`src/rtl/vfc_pkg.sv`:
```
package vfc_pkg;

    // Decoded window set for one clock of the field.
    typedef struct packed {
        logic ramp;
        logic blank;
        logic cwin;
        logic nwin;
    } vf_win_t;

    // Reason the current half-line closes the field.
    typedef enum logic [1:0] {
        END_NONE  = 2'd0,
        END_FIXED = 2'd1,
        END_SYNC  = 2'd2,
        END_CEIL  = 2'd3
    } vf_end_t;

    function automatic int unsigned vfc_width(input int unsigned maxval);
        return (maxval < 2) ? 1 : $clog2(maxval + 1);
    endfunction

endpackage

```
`src/rtl/vfc_prescale.sv`:
```
module vfc_prescale #(
    parameter int unsigned DIV = 16
) (
    input  logic clk,
    input  logic rst,
    output logic hl_en,
    output logic hdrive
);
    localparam int unsigned PW = vfc_pkg::vfc_width(DIV - 1);
    localparam logic [PW-1:0] LAST = PW'(DIV - 1);

    logic [PW-1:0] pre_q;

    assign hl_en = (pre_q == LAST);

    always_ff @(posedge clk) begin
        if (rst) begin
            pre_q  <= '0;
            hdrive <= 1'b0;
        end else if (hl_en) begin
            pre_q  <= '0;
            hdrive <= ~hdrive;
        end else begin
            pre_q  <= pre_q + 1'b1;
        end
    end
endmodule

```
`src/rtl/vfc_field_ctr.sv`:
```
module vfc_field_ctr
    import vfc_pkg::*;
#(
    parameter int unsigned PRESET  = 20,
    parameter int unsigned STD_HL  = 525,
    parameter int unsigned HOLD_HL = 492,
    parameter int unsigned MAX_HL  = 684,
    parameter int unsigned CW      = 10
) (
    input  logic          clk,
    input  logic          rst,
    input  logic          hl_en,
    input  logic          std_i,
    input  logic          vsync_i,
    output logic [CW-1:0] idx_q,
    output logic [CW-1:0] idx_nxt,
    output vf_end_t       end_kind,
    output logic          coinc
);
    localparam logic [CW-1:0] C_PRE  = CW'(PRESET);
    localparam logic [CW-1:0] C_STDL = CW'(STD_HL - 1);
    localparam logic [CW-1:0] C_HOLD = CW'(HOLD_HL);
    localparam logic [CW-1:0] C_MAXL = CW'(MAX_HL - 1);

    logic [CW-1:0] cnt_q;
    logic [CW-1:0] cnt_nxt;
    logic          seen_q;
    logic          sync_hit;

    assign idx_q    = cnt_q - C_PRE;
    assign sync_hit = seen_q | vsync_i;
    assign coinc    = hl_en & sync_hit & (idx_q == C_STDL);

    always_comb begin
        end_kind = END_NONE;
        if (hl_en) begin
            if (std_i) begin
                if (idx_q >= C_STDL) end_kind = END_FIXED;
            end else if (sync_hit && idx_q >= C_HOLD) begin
                end_kind = END_SYNC;
            end else if (idx_q >= C_MAXL) begin
                end_kind = END_CEIL;
            end
        end
    end

    always_comb begin
        if (end_kind != END_NONE) cnt_nxt = C_PRE;
        else if (hl_en)           cnt_nxt = cnt_q + 1'b1;
        else                      cnt_nxt = cnt_q;
    end

    assign idx_nxt = cnt_nxt - C_PRE;

    always_ff @(posedge clk) begin
        if (rst) begin
            cnt_q  <= C_PRE;
            seen_q <= 1'b0;
        end else begin
            cnt_q <= cnt_nxt;
            if (hl_en)        seen_q <= 1'b0;
            else if (vsync_i) seen_q <= 1'b1;
        end
    end
endmodule

```
`src/rtl/vfc_decode.sv`:
```
module vfc_decode
    import vfc_pkg::*;
#(
    parameter int unsigned STD_HL   = 525,
    parameter int unsigned RAMP_HL  = 12,
    parameter int unsigned BLANK_HL = 38,
    parameter int unsigned NOISE_HL = 384,
    parameter int unsigned CW       = 10
) (
    input  logic [CW-1:0] idx,
    output vf_win_t       win
);
    localparam logic [CW-1:0] C_RAMP = CW'(RAMP_HL);
    localparam logic [CW-1:0] C_BLNK = CW'(BLANK_HL);
    localparam logic [CW-1:0] C_NEND = CW'(BLANK_HL + NOISE_HL);
    localparam logic [CW-1:0] C_STDL = CW'(STD_HL - 1);

    always_comb begin
        win.ramp  = (idx < C_RAMP);
        win.blank = (idx < C_BLNK);
        win.nwin  = (idx >= C_BLNK) && (idx < C_NEND);
        win.cwin  = (idx == C_STDL);
    end
endmodule

```
`src/rtl/vert_field_counter.sv`:
```
module vert_field_counter
    import vfc_pkg::*;
#(
    parameter int unsigned DIV      = 16,
    parameter int unsigned PRESET   = 20,
    parameter int unsigned STD_HL   = 525,
    parameter int unsigned HOLD_HL  = 492,
    parameter int unsigned MAX_HL   = 684,
    parameter int unsigned RAMP_HL  = 12,
    parameter int unsigned BLANK_HL = 38,
    parameter int unsigned NOISE_HL = 384
) (
    input  logic clk,
    input  logic rst,
    input  logic vsync_i,
    input  logic std_mode_i,
    output logic hl_en_o,
    output logic hdrive_o,
    output logic field_end_o,
    output logic coinc_o,
    output logic ramp_o,
    output logic blank_o,
    output logic coinc_win_o,
    output logic noise_win_o
);
    localparam int unsigned CW = vfc_width(PRESET + MAX_HL);

    logic          hl_en;
    logic [CW-1:0] idx_q;
    logic [CW-1:0] idx_nxt;
    vf_end_t       end_kind;
    logic          coinc;
    vf_win_t       win_nxt;
    vf_win_t       win_q;
    logic          fe_q;
    logic          co_q;

    vfc_prescale #(.DIV(DIV)) u_pre (
        .clk    (clk),
        .rst    (rst),
        .hl_en  (hl_en),
        .hdrive (hdrive_o)
    );

    vfc_field_ctr #(
        .PRESET (PRESET),
        .STD_HL (STD_HL),
        .HOLD_HL(HOLD_HL),
        .MAX_HL (MAX_HL),
        .CW     (CW)
    ) u_ctr (
        .clk     (clk),
        .rst     (rst),
        .hl_en   (hl_en),
        .std_i   (std_mode_i),
        .vsync_i (vsync_i),
        .idx_q   (idx_q),
        .idx_nxt (idx_nxt),
        .end_kind(end_kind),
        .coinc   (coinc)
    );

    vfc_decode #(
        .STD_HL  (STD_HL),
        .RAMP_HL (RAMP_HL),
        .BLANK_HL(BLANK_HL),
        .NOISE_HL(NOISE_HL),
        .CW      (CW)
    ) u_dec (
        .idx(idx_nxt),
        .win(win_nxt)
    );

    always_ff @(posedge clk) begin
        if (rst) begin
            win_q <= '0;
            fe_q  <= 1'b0;
            co_q  <= 1'b0;
        end else begin
            win_q <= win_nxt;
            fe_q  <= (end_kind != END_NONE);
            co_q  <= coinc;
        end
    end

    assign hl_en_o     = hl_en;
    assign field_end_o = fe_q;
    assign coinc_o     = co_q;
    assign ramp_o      = win_q.ramp;
    assign blank_o     = win_q.blank;
    assign coinc_win_o = win_q.cwin;
    assign noise_win_o = win_q.nwin;
endmodule

```
`config.mk`:
```
export PLATFORM = sky130hd
export DESIGN_NAME = vert_field_counter
export DESIGN_NICKNAME = d
export VERILOG_FILES = /design/src/rtl/vfc_pkg.sv /design/src/rtl/vfc_prescale.sv /design/src/rtl/vfc_field_ctr.sv /design/src/rtl/vfc_decode.sv /design/src/rtl/vert_field_counter.sv
export SDC_FILE = /design/constraint.sdc
export NUM_CORES = 1
export LEC_CHECK = 0
export BUFFER_PORTS_ARGS = -buffer_cell sky130_fd_sc_hd__buf_2
export CORE_MARGIN = 2
export CORE_UTILIZATION = 36
export CTS_CLUSTER_DIAMETER = 80
export DETAILED_ROUTE_END_ITERATION = 10
export PLACE_DENSITY = 0.53
export SLEW_MARGIN = 0
export SYNTH_ARGS = -nofsm -noshare
export SYNTH_HDL_FRONTEND = slang
export SYNTH_SLANG_ARGS = --single-unit
```
`constraint.sdc`:
```
create_clock -name clk -period 4.5 [get_ports clk]
set_input_delay 1.35 -clock clk [delete_from_list [all_inputs] [get_ports clk]]
set_output_delay 1.35 -clock clk [all_outputs]
set_load 0.02 [all_outputs]
```
# Yosys cells after proc, flatten, opt, wreduce, memory -nomap -nowiden
# Cells that the tools add are included.
dict set report totals {
  inputBits 4
  output_inout_bits 8
  elab_cells 39
  regBits 22
}
dict set report classes {
  n_mux 7
  magnitude_cmp 7
  addsub 4
  n_eq_ne 3
  bitwise_logic 4
  n_reduce_logical 4
}
# operator count
set ops {}
lappend ops {{10-bit equality test (second input constant)} 2}
lappend ops {{10-bit >= comparator (second input constant)} 2}
lappend ops {{10-bit 2-to-1 mux} 2}
lappend ops {{10-bit by 5-bit subtractor with 10-bit output (second input constant)} 2}
lappend ops {{10-bit by 1-bit adder with 10-bit output (second input constant)} 1}
lappend ops {{10-bit by 6-bit >= comparator with 1-bit output (second input constant)} 1}
lappend ops {{10-bit by 9-bit >= comparator with 1-bit output (second input constant)} 1}
lappend ops {{10-bit by 4-bit less-than comparator with 1-bit output (second input constant)} 1}
lappend ops {{10-bit by 6-bit less-than comparator with 1-bit output (second input constant)} 1}
lappend ops {{10-bit by 9-bit less-than comparator with 1-bit output (second input constant)} 1}
lappend ops {{2-bit 2-to-1 mux} 4}
lappend ops {{4-bit by 1-bit adder with 4-bit output (second input constant)} 1}
lappend ops {{4-bit equality test (second input constant)} 1}
lappend ops {{1-bit bitwise AND} 2}
lappend ops {{1-bit logical AND} 2}
lappend ops {{2-bit nonzero test} 1}
lappend ops {{2-bit OR reduction} 1}
lappend ops {{1-bit 2-to-1 mux} 1}
lappend ops {{1-bit NOT} 1}
lappend ops {{1-bit bitwise OR} 1}

# Logic depth before layout (Yosys ltp)
# Gate-level depths: netlist of the first run.
dict set report depth {
  word_depth 11
  ltp_mapped 16
  ltp_nobuf 16
}

# Hierarchy
# Synthesis of the first run repeated with hierarchy kept, for this count alone.
dict set report unflattened {
  hier_cells 190
  hier_area_um2 1567.8
}
# mod cells_per_inst area_per_inst_um2 instances seq_area_each_um2
set by_module_without_submodules {}
lappend by_module_without_submodules {vfc_field_ctr 147 1109.8 1 220.2}
lappend by_module_without_submodules {vfc_prescale 17 188.9 1 100.1}
lappend by_module_without_submodules {vert_field_counter 12 173.9 1 120.1}
lappend by_module_without_submodules {vfc_decode 14 95.1 1 0.0}

# Worst setup path after synthesis of the first run
# Ideal clock, no wire load.
dict set report synth_timing {
  path_kind {in2reg}
  start {input port vsync_i}
  end {register win_q (netlist bit noise_win_o)}
  slack_ns 0.491
  path_stages 14
  required_time_ns 4.397
  n_path_buf 1
  arrival_time_ns 3.906
  path_cell_list {nor2_1 nand2_1 and3b_2 a21oi_1 buf_4 or2_2 ha_1 nor2_1 nor2_1 or3_2 o22a_2 nand3_2 a21oi_1 a2111oi_2}
}
dict set report synth_via {
  elab_chain_len 10
  word_cells_on_any_way 11
  classes_between {add/sub: 1; order compare: 2; mux: 4; bitwise: 1; reduce/logical: 3}
}
# element line_no
set synth_lines {}
lappend synth_lines {{start: declaration} vert_field_counter.sv:15} ;# input logic vsync_i,
lappend synth_lines {{1-bit bitwise OR (*)} vfc_field_ctr.sv:31} ;# assign sync_hit = seen_q | vsync_i;
lappend synth_lines {{1-bit logical AND (*)} vfc_field_ctr.sv:39} ;# end else if (sync_hit && idx_q >= C_HOLD) begin
lappend synth_lines {{2-bit 2-to-1 mux (*)} vfc_field_ctr.sv:39}
lappend synth_lines {{2-bit 2-to-1 mux (*)} vfc_field_ctr.sv:37} ;# if (std_i) begin
lappend synth_lines {{2-bit 2-to-1 mux (*)} vfc_field_ctr.sv:36} ;# if (hl_en) begin
lappend synth_lines {{2-bit nonzero test (*)} vfc_field_ctr.sv:48} ;# if (end_kind != END_NONE) cnt_nxt = C_PRE;
lappend synth_lines {{10-bit 2-to-1 mux (*)} vfc_field_ctr.sv:48}
lappend synth_lines {{10-bit by 5-bit subtractor with 10-bit output (*)} vfc_field_ctr.sv:53} ;# assign idx_nxt = cnt_nxt - C_PRE;
lappend synth_lines {{10-bit by 6-bit >= comparator with 1-bit output / 10-bit by 9-bit less-than comparator with 1-bit output (equally long branches)} vfc_decode.sv:21} ;# win.nwin = (idx >= C_BLNK) && (idx < C_NEND);
lappend synth_lines {{1-bit logical AND (*)} vfc_decode.sv:21}
lappend synth_lines {{end signal: assignment} vert_field_counter.sv:80} ;# win_q <= win_nxt;
lappend synth_lines {{end: declaration} vert_field_counter.sv:34} ;# vf_win_t win_q;
# Mark *: on every way between the ends. The rest lies on a longest branch, timed or not.
# A chain may end at the register's enable or synchronous reset.

# Worst setup path after layout of the first run
dict set report layout_timing {
  start {input port std_mode_i}
  end {register win_q (netlist bit noise_win_o)}
}
dict set report layout_via {
  elab_chain_len 7
  word_cells_on_any_way 8
  classes_between {add/sub: 1; order compare: 2; mux: 3; reduce/logical: 2}
}
# element line_no
set layout_lines {}
lappend layout_lines {{start: declaration} vert_field_counter.sv:16} ;# input logic std_mode_i,
lappend layout_lines {{2-bit 2-to-1 mux (*)} vfc_field_ctr.sv:37}
lappend layout_lines {{2-bit 2-to-1 mux (*)} vfc_field_ctr.sv:36}
lappend layout_lines {{2-bit nonzero test (*)} vfc_field_ctr.sv:48}
lappend layout_lines {{10-bit 2-to-1 mux (*)} vfc_field_ctr.sv:48}
lappend layout_lines {{10-bit by 5-bit subtractor with 10-bit output (*)} vfc_field_ctr.sv:53}
lappend layout_lines {{10-bit by 6-bit >= comparator with 1-bit output / 10-bit by 9-bit less-than comparator with 1-bit output (equally long branches)} vfc_decode.sv:21}
lappend layout_lines {{1-bit logical AND (*)} vfc_decode.sv:21}
# Marks and branches as above.

==> results of run 1 <==
[layout by cell type (no fill, tap or decap), types with 3 or more instances in the layout]
master | netlist | routed
nor2_1 | 27 | 27
dfxtp_1 | 22 | 22
nor3_1 | 12 | 12
xnor2_1 | 12 | 12
buf_2 | 0 | 11
inv_1 | 10 | 10
nand2_1 | 8 | 8
nand3_1 | 7 | 7
or2_2 | 6 | 6
o21ai_0 | 5 | 5
a21oi_1 | 5 | 5
ha_1 | 5 | 5
o21a_1 | 4 | 4
xor2_1 | 4 | 4
o211ai_1 | 3 | 3
clkbuf_8 | 3 | 3
[state kept, by name, indices dropped and copies added, names as in the netlist]
signal        cells
field_end_o       1
u_pre.hdrive      1
coinc_win_o       1
noise_win_o       1
u_pre.pre_q       4
u_ctr.cnt_q      10
coinc_o           1
u_ctr.seen_q      1
ramp_o            1
blank_o           1
[synth_stat cells (3+ instances only)]
library cell / instances / area share
a21oi_1: 5 / 0.016
buf_4: 3 / 0.014
clkbuf_1: 3 / 0.0072
clkbuf_8: 3 / 0.026
dfxtp_1: 22 / 0.28
ha_1: 5 / 0.040
inv_1: 10 / 0.024
nand2_1: 8 / 0.019
nand3_1: 7 / 0.022
nor2_1: 27 / 0.064
nor3_1: 12 / 0.038
o211ai_1: 3 / 0.014
o21a_1: 4 / 0.019
o21ai_0: 5 / 0.016
or2_2: 6 / 0.024
xnor2_1: 12 / 0.067
xor2_1: 4 / 0.022
[report_power, final]
| part | total, mW | switching, mW | internal [mW] |
|---|---|---|---|
| Clock | 0.185 | 0.0665 | 0.119 |
| Combinational | 0.0927 | 0.0522 | 0.0405 |
| Sequential | 0.210 | 0.00543 | 0.204 |
| Total | 0.488 | 0.124 | 0.364 |
[worst paths after layout]
path | slack (ps) | endpoint | depth (start not counted)
worst min register to register | 490 | u_pre.pre_q[3]$_SDFF_PP0_ | 1
worst min-delay path | 490 | u_pre.pre_q[3]$_SDFF_PP0_ | 1
worst max-delay path | 540 | noise_win_o$_SDFF_PP0_ | 15
worst max register to register | 710 | noise_win_o$_SDFF_PP0_ | 15
[kinds of logic after synthesis]
logic type / count (synthesis) / share of synthesized area
and+or+nand+nor: 80 / 0.266
AOI/OAI and AO/OA: 41 / 0.212
buffers and inverters: 22 / 0.107
DFF: 22 / 0.280
xor gates and xnor gates: 16 / 0.0892
adders and majority gates: 5 / 0.0398
muxes: 1 / 0.00637
[worst max-delay path, stage by stage]
cell,delay (ps)
buf_2,120
o21ai_0,150
and3_1,230
o22ai_1,290
o21bai_1,160
o21a_1,170
inv_1,70
ha_1,230
nor2_1,180
nor2_1,50
or3_2,410
o22a_2,260
nand3_2,80
a21oi_1,50
a2111oi_2,330
[routing by layer]
layer	part of all wire	wire length, um	vias up
li1	-	-	670
met1	0.49	1760	644
met2	0.46	1640	19
met3	0.030	109	6
met4	0.021	75	0
met5	0	0	-
[cell type report]
cell class,count,area share
clock inverter,1,0.0183
multi-input combinational,143,0.587
tap,52,0.0397
timing repair buffer,12,0.0381
clock buffer,3,0.0252
sequential,22,0.268
inverter,10,0.0229
[metrics by stage]
stage / worst slack (ps) / power, mW / utilization
after floorplan: 491 / 0.287 / -
after global placement: 420 / 0.305 / 0.368
after detailed placement: 320 / 0.307 / 0.368
after CTS: 544 / 0.493 / 0.385
after global routing: 269 / 0.514 / 0.385
final: 544 / 0.488 / 0.385
==> qor.yml, run 1 <==
async_reset_ff_frac: 0
synth_edf_count: 0
synth.avg_cell_area_sq_um: 8.40
fill_cells: 448
grt_pass1_vias: 1281
placed_cell_area_sq_um: 1570
yosysSeqAreaShare: 0.280
multiInputGateArea_sq_um: 963
synth-seq-cells: 22
fin_tns_setup_ps: 0
hp-start: "u_pre.pre_q[3]$_SDFF_PP0_"
cp-end-kind: "flop"
die_area_sq_um: 4910
seq_area_sq_um: 440
worstPathRequired_ps: 4660
antenna_found_initial: 0
cts_buffers: 3
crit_path_start_kind: "input port"
wl_mm: 3.58
outcome: "complete, no violations"
viasPerCell: 5.51
ant_nets: 0
grtUsageMet1: 0.201
die_height_um: 70.1
gr-usage-all-layers: 0.154
fin_cells: 243
dr.pass1.iters: 4
die_width_um: 70.1
ys.flop_type: "dfxtp_1"
crit_fanout: 4
worstSetupPathType: "input port to flop"
fin_skew_ps: 8.13
gr-usage-met3: 0.0317
synth_cell_type_count: 58
nNetsFinal: 201
p_leak_nw: 0.634
gp_congestion: 0.765
placed_cells: 239
timing.rr.start: "u_ctr.cnt_q[8]$_SDFF_PP0_"
cts_root_buffer: "clkbuf_8"
drt_iter0_drc: 53
io_pins: 12
fin_crit_sh: 0.879
crit_arrival_ps: 4120
yosysWarnings: 0
overflow: 0
p_per_area_nw_per_um2: 297
clock_sinks: 22
via_count: 1339
cts_buffer_depth: 2
worst_pin_slew_ps: 613
clk_latency_ps: 270
ctsResizeCount: 0
grt.busiest_layer: "met2"
rows: 24
use_met2: 0.255
hold_class: "flop to flop"
areaGrowthSynthToFinish_pct: 4.38
grt_max_degree: 16
antenna_cells: 0
max_cap_viol_count: 0
routedWlPerCell_um: 14.7
grt_pass1_wl_mm: 6.15
crit_start: "std_mode_i"
syn-num-nets: 196
setup_viol: 0
initial_core_util: 0.369
post-cts-setup-buffer-count: 0
final_layout_size_suffix_gt1_frac: 0.215
period_minus_slack_ps: 3960
peakVddDrop_uv: 146
core_area_sq_um: 4260
drc_errors: 0
max-slew-margin-rel: 0.588
dp_hpwl_mm: 2.73
netlist_area_sq_um: 1570
tritoncts: "yes"
slew_viol_final: 0
clkTransAtPathRegs_ps: 90
synth_cells: 187
fmax_mhz: 253
io_buffers: 11
h-tree-depth: 1
rsz0062_at_grt: "false"
holdWs_ps: 493
postLayoutCellArea_sq_um: 1640
ctsHoldBuffers: 0
final-hold-violation-count: 0
Power figures use the tool's default switching activity.
==> run 2: changes to the inputs <==
Settings changed: CORE_ASPECT_RATIO set to 0.6, CTS_BUF_LIST set to sky130_fd_sc_hd__clkbuf_2, HOLD_SLACK_MARGIN set to 0.08.
==> run 2 against run 1 <==
Sequential cell count did not move. Wire length grew 6.1%. Design area shrank 2.4%. Count of clock-buffer cells in the layout is the same. Global-route usage rose by 1.9 points. Maximum frequency increased by 4.9%. Setup slack better by 190 ps. Via count up 0.52%. Clock skew shrank 5.1 ps. Clock power fell by 56%. Worst hold slack better by 17 ps. First-iteration DRC count unchanged. Critical endpoint unchanged. Largest cell class unchanged. Highest routed layer unchanged.
==> qor.yml, run 2 (synthesized netlist as in run 1, its figures left out) <==
outcome: "complete, no violations"
endpoint: "noise_win_o$_SDFF_PP0_"
die_area_sq_um: 4930
cp.depth: 14
worstPathRequired_ps: 4750
reg.largest.list: "u_ctr.cnt_q (10), u_pre.pre_q (4)"
die_height_um: 55.2
wl_mm: 3.80
core_area_sq_um: 4140
h-tree-depth: 1
ant_nets: 0
worstReg2RegEnd: "noise_win_o$_SDFF_PP0_"
p_per_area_nw_per_um2: 242
final-hold-violation-count: 0
ctsHoldBuffers: 0
crit_fanout: 4
cts_buffer_depth: 2
setup_viol: 0
grt_pass1_vias: 1253
fin_tns_setup_ps: 0
post-cts-setup-buffer-count: 0
crit_arrival_ps: 4020
rsz0062_at_grt: "false"
multiInputGateArea_sq_um: 963
dp_hpwl_mm: 2.91
max_cap_viol_count: 0
largest_reg_flops: 10
antenna_found_initial: 0
grt_max_degree: 16
gr-usage-all-layers: 0.173
crit_path_start_kind: "input port"
cp-end-kind: "flop"
seq_area_sq_um: 440
die_width_um: 89.3
drc_errors: 0
nNetsFinal: 202
max-slew-margin-rel: 0.536
clk_latency_ps: 330
p_leak_nw: 0.616
timing.rr.start: "u_ctr.cnt_q[5]$_SDFF_PP0_"
via_count: 1346
period_minus_slack_ps: 3770
slowest_stage: "or3_2"
tritoncts: "yes"
worstSetupPathType: "input port to flop"
postLayoutCellArea_sq_um: 1600
regMostFlops: "u_ctr.cnt_q"
viasPerCell: 5.36
antenna_cells: 0
worst_pin_slew_ps: 691
fin_crit_sh: 0.838
clkTransAtPathRegs_ps: 220
grt_pass1_wl_mm: 6.31
crit_family: "simple AND/OR/NAND/NOR gates"
crit_path_cell_trace: "buf_2, nor2_1, nand2_1, and3b_2, a21oi_1, or2_2, ha_1, nor2_1, nor2_1, or3_2, o22a_2, nand3_2, a21oi_1, a2111oi_2"
areaGrowthSynthToFinish_pct: 1.91
io_pins: 12
ctsResizeCount: 0
layout_common_cells: "27 x nor2_1, 22 x dfxtp_1, 12 x nor3_1, 12 x xnor2_1, 11 x buf_2"
hold_class: "flop to flop"
clock_sinks: 22
cts_root_buffer: "clkbuf_2"
drt_iter0_drc: 53
placed_cells: 248
fill_cells: 463
fin_skew_ps: 2.99
ff2ff_setup_slack_ps: 840
initial_core_util: 0.379
fmax_mhz: 265
dr.pass1.iters: 4
cp_slowest_stage_delay_ps: 400
io_buffers: 11
crit_start: "vsync_i"
cp_common_cell: "nor2_1"
final_common_cell: "nor2_1"
placed_cell_area_sq_um: 1590
final_layout_size_suffix_gt1_frac: 0.215
fin_cells: 251
gp_congestion: 0.862
slew_viol_final: 0
routedWlPerCell_um: 15.1
cp_num_buf_inv: 1
overflow: 0
rows: 18
cts_buffers: 3
reg2reg_depth: 15
peakVddDrop_uv: 155
-- run 2: cell count changes in the layout (fill, tap and decap cells not counted), sizes merged --
| cell | change |
|---|---|
| bufinv | -1 |
| buf | +1 |
-- run 2: stage by stage --
step / util / setup slack [ps] / total power [mW] / hold WS, ps
after CTS: 0.386 / 740 / 0.393 / 513
final: 0.386 / 730 / 0.387 / 510
after detailed placement: 0.383 / 361 / 0.309 / 487
after global placement: 0.383 / 372 / 0.308 / 462
after floorplan: - / 491 / 0.287 / 448
after global routing: 0.386 / 486 / 0.410 / 540
-- run 2: layout make-up --
type | count | area share
Multi-Input combinational cell | 143 | 0.602
Sequential cell | 22 | 0.275
Tap cell | 60 | 0.0469
Timing Repair Buffer | 13 | 0.0437
Inverter | 10 | 0.0234
Clock buffer | 3 | 0.00937
-- run 2: worst min-delay path by stage --
stage / startpoint / to / slack [ps] / cells after the start
global placement: u_pre.pre_q[3]$_SDFF_PP0_ / u_pre.pre_q[3]$_SDFF_PP0_ / 460 / 1
finish: u_pre.pre_q[3]$_SDFF_PP0_ / u_pre.pre_q[3]$_SDFF_PP0_ / 510 / 1
detailed placement: u_pre.pre_q[3]$_SDFF_PP0_ / u_pre.pre_q[3]$_SDFF_PP0_ / 490 / 1
CTS: u_pre.pre_q[3]$_SDFF_PP0_ / u_pre.pre_q[3]$_SDFF_PP0_ / 510 / 1
floorplan: u_pre.pre_q[3]$_SDFF_PP0_ / u_pre.pre_q[3]$_SDFF_PP0_ / 450 / 1
global route: u_pre.pre_q[3]$_SDFF_PP0_ / u_pre.pre_q[3]$_SDFF_PP0_ / 540 / 1
-- run 2: metal layers --
| metal | global-route usage | vias up | wire [um] |
|---|---|---|---|
| met5 | 0 | - | 0 |
| met4 | 0.0323 | 0 | 12 |
| met3 | 0.0401 | 2 | 207 |
| met2 | 0.248 | 32 | 1430 |
| met1 | 0.264 | 636 | 2150 |
| li1 | - | 676 | - |
-- run 2: power breakdown --
part / switching [mW] / total, mW / internal (mW)
combinational: 0.0539 / 0.0956 / 0.0417
sequential: 0.00566 / 0.211 / 0.205
clock: 0.0628 / 0.0810 / 0.0181
total: 0.122 / 0.387 / 0.265
-- run 2: worst reg2reg max path, cell delays in order, from the launching register on --
cell and delay (ps):
dfxtp_1 680, nand3_1 240, o221ai_1 360, o221ai_2 190, o22ai_1 170, o21bai_1 140
o21a_1 170, inv_1 60, ha_1 230, nor2_1 170, nor2_1 50, or3_2 400
o22a_2 260, nand3_2 80, a21oi_1 50, a2111oi_2 320
==> run 3: changes to the inputs <==
Settings changed: ABC_AREA set to 1, PLACE_DENSITY 0.53 to 0.54.
Clock period 4.5 ns to 3.8 ns, I/O delays scaled along.
==> run 3 against run 2 <==
First-iteration DRC count unchanged. Sequential share of layout area increased by 0.35 points. Non-clock buffer count decreased by 1. Clock power increased by 14%. Area after synthesis decreased by 6.5%. Via count decreased by 9.8%. Combinational power decreased by 83%. Total power decreased by 11%. Wire length decreased by 22%. Highest routed layer is now met3. Design area decreased by 1.3%. Global-route usage decreased by 2.3 points.
==> qor.yml, run 3 <==
grt.busiest_layer: "met1"
grtUsageMet1: 0.233
synth_simple_gate_area_frac: 0.437
slew_viol_final: 0
clkTransAtPathRegs_ps: 200
cts_buffer_depth: 2
drc_errors: 0
max-slew-margin-rel: 0.755
max_cap_viol_count: 0
dp_hpwl_mm: 2.36
die_width_um: 86.5
cp-end-kind: "flop"
clk_latency_ps: 320
gr-usage-all-layers: 0.150
worstPathRequired_ps: 4050
layout_common_cells: "39 x nand2_1, 28 x inv_1, 25 x nor2_1"
holdWs_ps: 482
peakVddDrop_uv: 92.8
antenna_found_initial: 0
fmax_mhz: 358
grt_pass1_vias: 1072
synth_common_cells: "39 x nand2_1, 28 x inv_1, 25 x nor2_1"
post-cts-setup-buffer-count: 0
h-tree-depth: 1
synth.largest_area_cell: "dfxtp_1"
gp_congestion: 0.825
fin_skew_ps: 5.89
final_layout_size_suffix_gt1_frac: 0.210
dr.pass1.iters: 4
crit_path_start_kind: "input port"
grt_pass1_wl_mm: 5.21
period_minus_slack_ps: 2790
post_synth_main_area_contributors: "dfxtp_1 30%, nand2_1 10%, inv_1 7.2%"
cts_buffers: 3
initial_core_util: 0.388
synth-adder-area-share: 0.0426
cts_root_buffer: "clkbuf_2"
yosysWarnings: 0
synth_compound_area_frac: 0.0588
areaGrowthSynthToFinish_pct: 7.67
final_common_cell: "nand2_1"
p_per_area_nw_per_um2: 219
io_buffers: 11
yosysTopAreaCellShare: 0.300
via_count: 1214
largest_reg_flops: 10
worst_pin_slew_ps: 366
synth_top_family_by_area: "simple AND/OR/NAND/NOR gates"
yosysSeqAreaShare: 0.300
routedWlPerCell_um: 11.3
synth_edf_count: 0
fin_crit_sh: 0.735
tritoncts: "yes"
io_pins: 12
reg.largest.list: "u_ctr.cnt_q (10), u_pre.pre_q (4)"
synth-seq-cells: 22
ctsResizeCount: 0
gr-usage-met3: 0.0421
final-hold-violation-count: 0
clock_sinks: 22
die_height_um: 53.5
ys.flop_type: "dfxtp_1"
netlist_area_sq_um: 1470
crit_fanout: 6
rsz0062_at_grt: "false"
use_met2: 0.196
async_reset_ff_frac: 0
hold_class: "flop to flop"
place_ws_ps: 652
multiInputGateArea_sq_um: 888
ant_nets: 0
synthXorXnorAreaFrac: 0.0664
viasPerCell: 4.65
die_area_sq_um: 4620
synth.avg_cell_area_sq_um: 7.31
outcome: "complete, no violations"
fill_cells: 407
overflow: 0
setup_ws_ps: 1010
syn-num-nets: 210
drt_iter0_drc: 53
core_area_sq_um: 3790
crit_arrival_ps: 3040
rows: 17
synth.most_common_cell: "nand2_1"
p_leak_nw: 0.800
synth_cell_type_count: 33
grt_max_degree: 16
antenna_cells: 0
wl_mm: 2.96
synth_cells: 201
nNetsFinal: 225
setup_viol: 0
seq_area_sq_um: 440
ctsHoldBuffers: 0
regMostFlops: "u_ctr.cnt_q"
worstSetupPathType: "input port to flop"
fin_tns_setup_ps: 0
yosys-mux-area-fraction: 0
[run 3: final timing paths]
path	slack, ps	cells after the start	to	startpoint
worst max-delay path	1010	22	noise_win_o$_SDFF_PP0_	vsync_i
worst min-delay path	480	1	u_pre.pre_q[0]$_SDFF_PP0_	u_pre.pre_q[0]$_SDFF_PP0_
worst max register to register	1110	18	noise_win_o$_SDFF_PP0_	u_pre.pre_q[0]$_SDFF_PP0_
worst min register to register	480	1	u_pre.pre_q[0]$_SDFF_PP0_	u_pre.pre_q[0]$_SDFF_PP0_
[run 3: per-layer routing]
layer | share of wire | vias up
met5 | 0 | -
met4 | 0 | 0
met2 | 0.35 | 18
li1 | - | 662
met1 | 0.60 | 534
met3 | 0.051 | 0
[run 3: final cells by class]
class	count	area share
inverter	31	0.0736
timing repair buffer	12	0.0396
multi-input combinational	146	0.562
sequential	22	0.278
clock buffer	3	0.00949
tap	47	0.0372
[run 3: power by group]
part | leakage, nW | switching, mW | internal (mW)
Combinational | 0.609 | 0.0104 | 0.00584
Sequential | 0.179 | 0.00233 | 0.236
Clock | 0.0125 | 0.0705 | 0.0215
[run 3: critical path: stages]
cell and delay (ps):
buf_2 90, nor2_1 120, inv_1 80, o21ai_0 80
nand2_1 70, nand2_1 70, nand2_2 80, nand2_4 70
inv_2 40, nor2_1 130, inv_1 80, ha_1 210
inv_1 100, nand2_4 80, nand2_1 60, nand3_1 80
nand2_2 130, inv_1 50, nand2_1 60, nand2_1 60
a21oi_2 130, nor2_1 40
[run 3: stage by stage]
| step | util | cell area [sq um] | power [mW] | std cells |
|---|---|---|---|---|
| finish | 0.418 | 1580 | 0.346 | 261 |
| floorplan | - | 1470 | 0.253 | 201 |
| detailed placement | 0.414 | 1570 | 0.259 | 258 |
| global placement | 0.414 | 1570 | 0.259 | 258 |
| CTS | 0.418 | 1580 | 0.354 | 261 |
| global route | 0.418 | 1580 | 0.366 | 261 |
[run 3: cell families after synthesis]
kind of cell    count (synthesis)
simple gates                  118
buf+inv                        33
flops                          22
compound gates                 14
xor+xnor                        9
fa+ha+maj                       5
